--- src/rtl/lcdb_pkg.sv ---
// Shared types for the LCD parallel bus master.
// Assumes all three timing counts share one width.
package lcdb_pkg;
    localparam int TW = 8;

    typedef enum logic [2:0] {
        PH_IDLE  = 3'd0,
        PH_SETUP = 3'd1,
        PH_STRB  = 3'd2,
        PH_RECOV = 3'd3,
        PH_HOLD  = 3'd4
    } phase_t;

    typedef struct packed {
        logic [TW-1:0] setup;
        logic [TW-1:0] strobe;
        logic [TW-1:0] hold;
    } timing_t;
endpackage

--- src/rtl/lcdb_tsel.sv ---
// Timing set selector: picks the read or the write set for a request and
// clamps a zero strobe count to one. Purely combinational; the caller
// latches the result on the accept edge.
module lcdb_tsel
    import lcdb_pkg::*;
(
    input  logic          split,
    input  logic          is_read,
    input  logic [TW-1:0] wr_setup,
    input  logic [TW-1:0] wr_strobe,
    input  logic [TW-1:0] wr_hold,
    input  logic [TW-1:0] rd_setup,
    input  logic [TW-1:0] rd_strobe,
    input  logic [TW-1:0] rd_hold,
    output timing_t       tim
);
    logic use_rd;

    // Choose the set and apply the minimum strobe length.
    always_comb begin
        use_rd     = split && is_read;
        tim.setup  = use_rd ? rd_setup : wr_setup;
        tim.hold   = use_rd ? rd_hold  : wr_hold;
        tim.strobe = use_rd ? rd_strobe : wr_strobe;
        if (tim.strobe == '0) begin
            tim.strobe = {{(TW-1){1'b0}}, 1'b1};
        end
    end
endmodule

--- src/rtl/lcdb_seq.sv ---
// Access sequencer: walks setup, strobe, recovery and hold phases with one
// down-counter. Timing is latched on start, so config changes during an
// access are ignored. Assumes tim_in.strobe >= 1.
module lcdb_seq
    import lcdb_pkg::*;
(
    input  logic    clk,
    input  logic    rst_n,
    input  logic    start,
    input  timing_t tim_in,
    output phase_t  phase,
    output logic    last_strb
);
    timing_t       tim_q;
    logic [TW-1:0] cnt;

    // Phase and counter progression.
    always_ff @(posedge clk) begin
        if (!rst_n) begin
            phase <= PH_IDLE;
            cnt   <= '0;
            tim_q <= '0;
        end else begin
            case (phase)
                PH_IDLE: begin
                    if (start) begin
                        tim_q <= tim_in;
                        cnt   <= tim_in.setup;
                        phase <= PH_SETUP;
                    end
                end
                PH_SETUP: begin
                    if (cnt == '0) begin
                        cnt   <= tim_q.strobe - 1'b1;
                        phase <= PH_STRB;
                    end else begin
                        cnt <= cnt - 1'b1;
                    end
                end
                PH_STRB: begin
                    if (cnt == '0) phase <= PH_RECOV;
                    else           cnt   <= cnt - 1'b1;
                end
                PH_RECOV: begin
                    if (tim_q.hold == '0) begin
                        phase <= PH_IDLE;
                    end else begin
                        cnt   <= tim_q.hold - 1'b1;
                        phase <= PH_HOLD;
                    end
                end
                PH_HOLD: begin
                    if (cnt == '0) phase <= PH_IDLE;
                    else           cnt   <= cnt - 1'b1;
                end
                default: phase <= PH_IDLE;
            endcase
        end
    end

    // Marks the final strobe-active clock.
    always_comb last_strb = (phase == PH_STRB) && (cnt == '0);

    // Strobe counter never exceeds the latched strobe length.
    p_strb_bound_r4: assert property (@(posedge clk) disable iff (!rst_n)
        (phase == PH_STRB) |-> (cnt < tim_q.strobe));

    // The strobe phase is entered only from a finished setup phase.
    p_strb_entry_r4: assert property (@(posedge clk) disable iff (!rst_n)
        ((phase == PH_STRB) && ($past(phase) != PH_STRB)) |->
        (($past(phase) == PH_SETUP) && ($past(cnt) == '0)));
endmodule

--- src/rtl/lcdb_pinmap.sv ---
// Pin encoder: maps the sequencer phase onto chip select and the two strobe
// pins for 8080 or 6800 signalling. Mode comes from the latched value
// during an access and from the live input while idle.
module lcdb_pinmap
    import lcdb_pkg::*;
(
    input  logic   clk,
    input  logic   rst_n,
    input  phase_t phase,
    input  logic   rd_q,
    input  logic   mode_q,
    input  logic   mode_live,
    output logic   cs_n,
    output logic   oe_n,
    output logic   we_n
);
    logic busy;
    logic strb;
    logic m68;

    // Decode pins from phase and mode.
    always_comb begin
        busy = (phase != PH_IDLE);
        strb = (phase == PH_STRB);
        m68  = busy ? mode_q : mode_live;
        cs_n = !busy;
        if (m68) begin
            oe_n = strb;
            we_n = busy ? rd_q : 1'b1;
        end else begin
            oe_n = !(strb && rd_q);
            we_n = !(strb && !rd_q);
        end
    end

    // 8080 read and write strobes are never active together.
    p_no_dual_strobe_r5: assert property (@(posedge clk) disable iff (!rst_n)
        (!m68) |-> (oe_n || we_n));

    // 6800 R/W level holds while chip select stays low.
    p_rw_level_r7: assert property (@(posedge clk) disable iff (!rst_n)
        (m68 && !cs_n && $past(!cs_n)) |-> $stable(we_n));
endmodule

--- src/rtl/lcd_pbus_master.sv ---
// LCD parallel bus master top. Accepts one host request at a time, latches
// its fields and the selected timing, runs one asynchronous bus cycle and
// returns read data with a one-clock pulse. Assumes the host holds
// req_valid and the request fields steady until acceptance.
module lcd_pbus_master
    import lcdb_pkg::*;
#(
    parameter int DW = 16
) (
    input  logic          clk,
    input  logic          rst_n,
    input  logic          cfg_mode_6800,
    input  logic          cfg_split_timing,
    input  logic [TW-1:0] cfg_wr_setup,
    input  logic [TW-1:0] cfg_wr_strobe,
    input  logic [TW-1:0] cfg_wr_hold,
    input  logic [TW-1:0] cfg_rd_setup,
    input  logic [TW-1:0] cfg_rd_strobe,
    input  logic [TW-1:0] cfg_rd_hold,
    input  logic          req_valid,
    output logic          req_ready,
    input  logic          req_read,
    input  logic          req_ram,
    input  logic [DW-1:0] req_wdata,
    output logic          rsp_valid,
    output logic [DW-1:0] rsp_rdata,
    output logic          lcd_cs_n,
    output logic          lcd_rs,
    output logic          lcd_oe_n,
    output logic          lcd_we_n,
    output logic [DW-1:0] lcd_d_out,
    output logic          lcd_d_oe,
    input  logic [DW-1:0] lcd_d_in
);
    timing_t       tim_sel;
    phase_t        phase;
    logic          last_strb;
    logic          accept;
    logic          rd_q;
    logic          rs_q;
    logic          mode_q;
    logic [DW-1:0] wdata_q;

    // Handshake: ready only when the sequencer is idle.
    always_comb begin
        req_ready = (phase == PH_IDLE);
        accept    = req_valid && req_ready;
    end

    lcdb_tsel u_tsel (
        .split     (cfg_split_timing),
        .is_read   (req_read),
        .wr_setup  (cfg_wr_setup),
        .wr_strobe (cfg_wr_strobe),
        .wr_hold   (cfg_wr_hold),
        .rd_setup  (cfg_rd_setup),
        .rd_strobe (cfg_rd_strobe),
        .rd_hold   (cfg_rd_hold),
        .tim       (tim_sel)
    );

    lcdb_seq u_seq (
        .clk       (clk),
        .rst_n     (rst_n),
        .start     (accept),
        .tim_in    (tim_sel),
        .phase     (phase),
        .last_strb (last_strb)
    );

    // Latch the request fields and mode on acceptance.
    always_ff @(posedge clk) begin
        if (!rst_n) begin
            rd_q    <= 1'b0;
            rs_q    <= 1'b0;
            mode_q  <= 1'b0;
            wdata_q <= '0;
        end else if (accept) begin
            rd_q    <= req_read;
            rs_q    <= req_ram;
            mode_q  <= cfg_mode_6800;
            wdata_q <= req_wdata;
        end
    end

    // Capture read data on the edge that ends the last strobe clock.
    always_ff @(posedge clk) begin
        if (!rst_n) begin
            rsp_valid <= 1'b0;
            rsp_rdata <= '0;
        end else begin
            rsp_valid <= last_strb && rd_q;
            if (last_strb && rd_q) rsp_rdata <= lcd_d_in;
        end
    end

    lcdb_pinmap u_pins (
        .clk       (clk),
        .rst_n     (rst_n),
        .phase     (phase),
        .rd_q      (rd_q),
        .mode_q    (mode_q),
        .mode_live (cfg_mode_6800),
        .cs_n      (lcd_cs_n),
        .oe_n      (lcd_oe_n),
        .we_n      (lcd_we_n)
    );

    // Data bus and register select follow the latched request.
    always_comb begin
        lcd_rs    = rs_q;
        lcd_d_oe  = (phase != PH_IDLE) && !rd_q;
        lcd_d_out = wdata_q;
    end

    p_idle_cs_r1: assert property (@(posedge clk) disable iff (!rst_n)
        req_ready |-> lcd_cs_n);

    p_busy_after_accept_r2: assert property (@(posedge clk) disable iff (!rst_n)
        (req_valid && req_ready) |=> (!req_ready && !lcd_cs_n));

    p_rs_stable_r5: assert property (@(posedge clk) disable iff (!rst_n)
        (!lcd_cs_n && $past(!lcd_cs_n)) |-> $stable(lcd_rs));

    p_rsp_single_r6: assert property (@(posedge clk) disable iff (!rst_n)
        rsp_valid |=> !rsp_valid);

    p_wdata_stable_r8: assert property (@(posedge clk) disable iff (!rst_n)
        (lcd_d_oe && $past(lcd_d_oe)) |-> $stable(lcd_d_out));
endmodule

--- config.mk ---
export PLATFORM = sky130hd
export DESIGN_NAME = lcd_pbus_master
export DESIGN_NICKNAME = d
export VERILOG_FILES = /design/src/rtl/lcdb_pkg.sv /design/src/rtl/lcdb_tsel.sv /design/src/rtl/lcdb_seq.sv /design/src/rtl/lcdb_pinmap.sv /design/src/rtl/lcd_pbus_master.sv
export SDC_FILE = /design/constraint.sdc
export NUM_CORES = 1
export LEC_CHECK = 0
export ABC_AREA = 1
export BUFFER_PORTS_ARGS = -buffer_cell sky130_fd_sc_hd__buf_2
export CORE_ASPECT_RATIO = 0.75
export CORE_MARGIN = 4
export CORE_UTILIZATION = 52
export CTS_CLUSTER_DIAMETER = 50
export DETAILED_ROUTE_END_ITERATION = 10
export GPL_TIMING_DRIVEN = 1
export PLACE_DENSITY = 0.86
export SLEW_MARGIN = 20
export SYNTH_ARGS = -nofsm -noshare
export SYNTH_HDL_FRONTEND = slang
export SYNTH_SLANG_ARGS = --single-unit
--- constraint.sdc ---
create_clock -name clk -period 4 [get_ports clk]
set_clock_uncertainty 0.15 [all_clocks]
set_input_delay 0.8 -clock clk [delete_from_list [all_inputs] [get_ports clk]]
set_output_delay 0.8 -clock clk [all_outputs]
set_load 0.01 [all_outputs]
==> run metrics <==
outcome=completed; pin count of the biggest net entering global routing=56; Final min period=2.70 ns; FFs w/ async S/R, synth=0%; root buf cell=clkbuf_8; Post-Syn Area=3500 um2; IO Pins=126; Die Y=79.0 um; element type at the critical path end=output port; crit-path max FO=7; FILL cells=538; area delta synth->final=24.3%; Initial Util=54.5%; Syn. warnings=0; final hold vios=0; period utilisation layout=67.4%; Worst EP required=3.05 ns; flop2flop setup slack=1.74 ns; Rel. slew slack=62.9%; Worst Reg-to-Reg Cells=9; post-CTS setup buffers=0; final RePlAce weighted congestion=0.957; ANT cells=0; Clock Sink Count=63; routed vias=3882; setup_tns=0 ns; TritonCTS Buffers=9; Via density=5.44; row cnt=25; leading cell type in the layout, fill and taps excluded=buf_2; clock-pin slew on the worst setup and hold paths=0.07 ns; I/O Buffers=125; count of different cell masters after synthesis=40; syn_area_per_cell=6.86 um2; WL per Instance=14.4 um; worst hold path type=flop to flop; Post-synth EDFFs=0; Worst Tran Pin Value=0.555 ns; DRC errors left=0; first-pass GRT wire length=16.9 mm; Synth Flop Type=dfxtp_1; DP HPWL=7.48 mm; vias in the first global route=3767; Seq/Total Area, Yosys=36.1%; final WL=10.3 mm; max-slew violations=0; pre-CTS WS=1.58 ns; fmax=371 MHz; CTS tree=done; initial antenna violation count=0; Clk Latency, worst-skew pair=0.35 ns; gr usage total=25.8%; 1st-iter DRT viols=267; Final setup viols=0; most frequent cells in the layout=125 x buf_2, 115 x nor2_1, 80 x nand2_1, 63 x dfxtp_1, 57 x o21ai_0; max-cap check violation count=0; crit path kind=flop to output port; LEAKAGE=2.19 nW; Die X=103 um; CP Data Arrival Time=1.75 ns; CTS resizes=0; Max Root-Sink Buffers=2; area taken by multi-input logic gates=1950 um2; Core ar.=6410 um2; GRT overflow=0; RSZ-0062 raised after global routing=no; Worst Setup SP=u_seq.phase[1]; syn nets=602; worst setup margin=1.30 ns; Die ar.=8110 um2; Syn Inst Count=510; register area=1260 um2; CTS Hold Bufs=0; nets=719; Final ANT Viol Nets=0; Yosys reg bits=63; Worst setup endpoint=lcd_oe_n; share of cells above drive strength 1=29.6%; Worst R2R End=rd_q; CP Launch Type=flop; Peak VDD IR=0.370 mV; FF-to-FF Start=u_seq.phase[0]; htree depth=3; pwr dens=678 nW/um2; number of detailed-routing iterations run before antenna repair=7
## per-stage QoR
step	utilization, %	cell area, um2	instances	hold slack [ns]	power, mW
after floorplan	-	3500	510	0.288	1.91
after global placement	64.2	4120	697	0.306	2.21
after detailed placement	64.2	4120	697	0.328	2.27
after CTS	67.8	4350	713	0.339	2.93
after global routing	67.8	4350	713	0.373	3.16
final	67.8	4350	713	0.338	2.95
## cells by family after synthesis
| kind of cell | synth area share (%) |
|---|---|
| DFF | 36.1 |
| AOI/OAI and AO/OA | 15.7 |
| xor gates and xnor gates | 1.50 |
| buffers and inverters | 8.16 |
| adders and majority gates | 1.79 |
| muxes | 3.83 |
| and+or+nand+nor | 33.0 |
## flip-flops by register name, summed over array words and instances (netlist names)
signal,count
u_seq.cnt,8
rsp_valid,1
rd_q,1
u_seq.phase,3
u_seq.tim_q,16
rsp_rdata,16
lcd_d_out,16
lcd_rs,1
mode_q,1
## where the power goes
part           internal [mW]  leakage [nW]  switching [mW]
Combinational          0.478          1.56           0.915
Sequential             0.773         0.518           0.135
Clock                  0.358         0.111           0.285
Total                   1.61          2.19            1.34
## worst max-delay path, cell delays in order, from the launching register on
cell and delay, ns:
dfxtp_1 0.56, nand2_2 0.16, nor2_2 0.17, inv_2 0.08
a22oi_1 0.20, a21oi_1 0.08, buf_2 0.15
## synthesized netlist by cell type, drive strengths merged (3+ instances only)
library cell / count / area share, %
o21ai: 60 / 8.6
nand4: 3 / 1.4
nor2: 128 / 16
xor2: 4 / 1.0
ha: 5 / 1.8
mux2: 11 / 3.5
dfxtp: 63 / 36
a21oi: 26 / 3.7
buf: 12 / 2.5
nand3: 30 / 4.4
clkbuf: 9 / 0.97
nor3: 3 / 0.43
nand2: 88 / 10
a31oi: 9 / 1.6
inv: 43 / 4.6
## worst min-delay path by stage
| stage | to | cells past startpoint | start |
|---|---|---|---|
| after floorplan | u_seq.tim_q[15] | 2 | u_seq.tim_q[15] |
| after global placement | u_seq.tim_q[15] | 2 | u_seq.tim_q[15] |
| after detailed placement | u_seq.tim_q[9] | 2 | u_seq.tim_q[9] |
| after CTS | u_seq.tim_q[9] | 2 | u_seq.tim_q[9] |
| after global routing | u_seq.tim_q[15] | 2 | u_seq.tim_q[15] |
| final | u_seq.tim_q[9] | 2 | u_seq.tim_q[9] |
## area by class of cell
cell class / instances / area share (%)
clock inverter: 7 / 2.36
timing repair buffer: 127 / 14.7
multi-input combinational: 382 / 44.9
inverter: 44 / 3.80
tap: 81 / 2.33
clock buffer: 9 / 2.85
sequential: 63 / 29.0
## metal layers
layer	track usage, %	up-vias	share of wire, %	routed length [um]
met5	0	-	0	0
met4	8.13	0	2.0	209
met2	41.3	189	47	4800
li1	-	1884	-	-
met1	33.1	1784	41	4250
met3	7.90	25	9.6	989
Power figures use the tool's default switching activity.
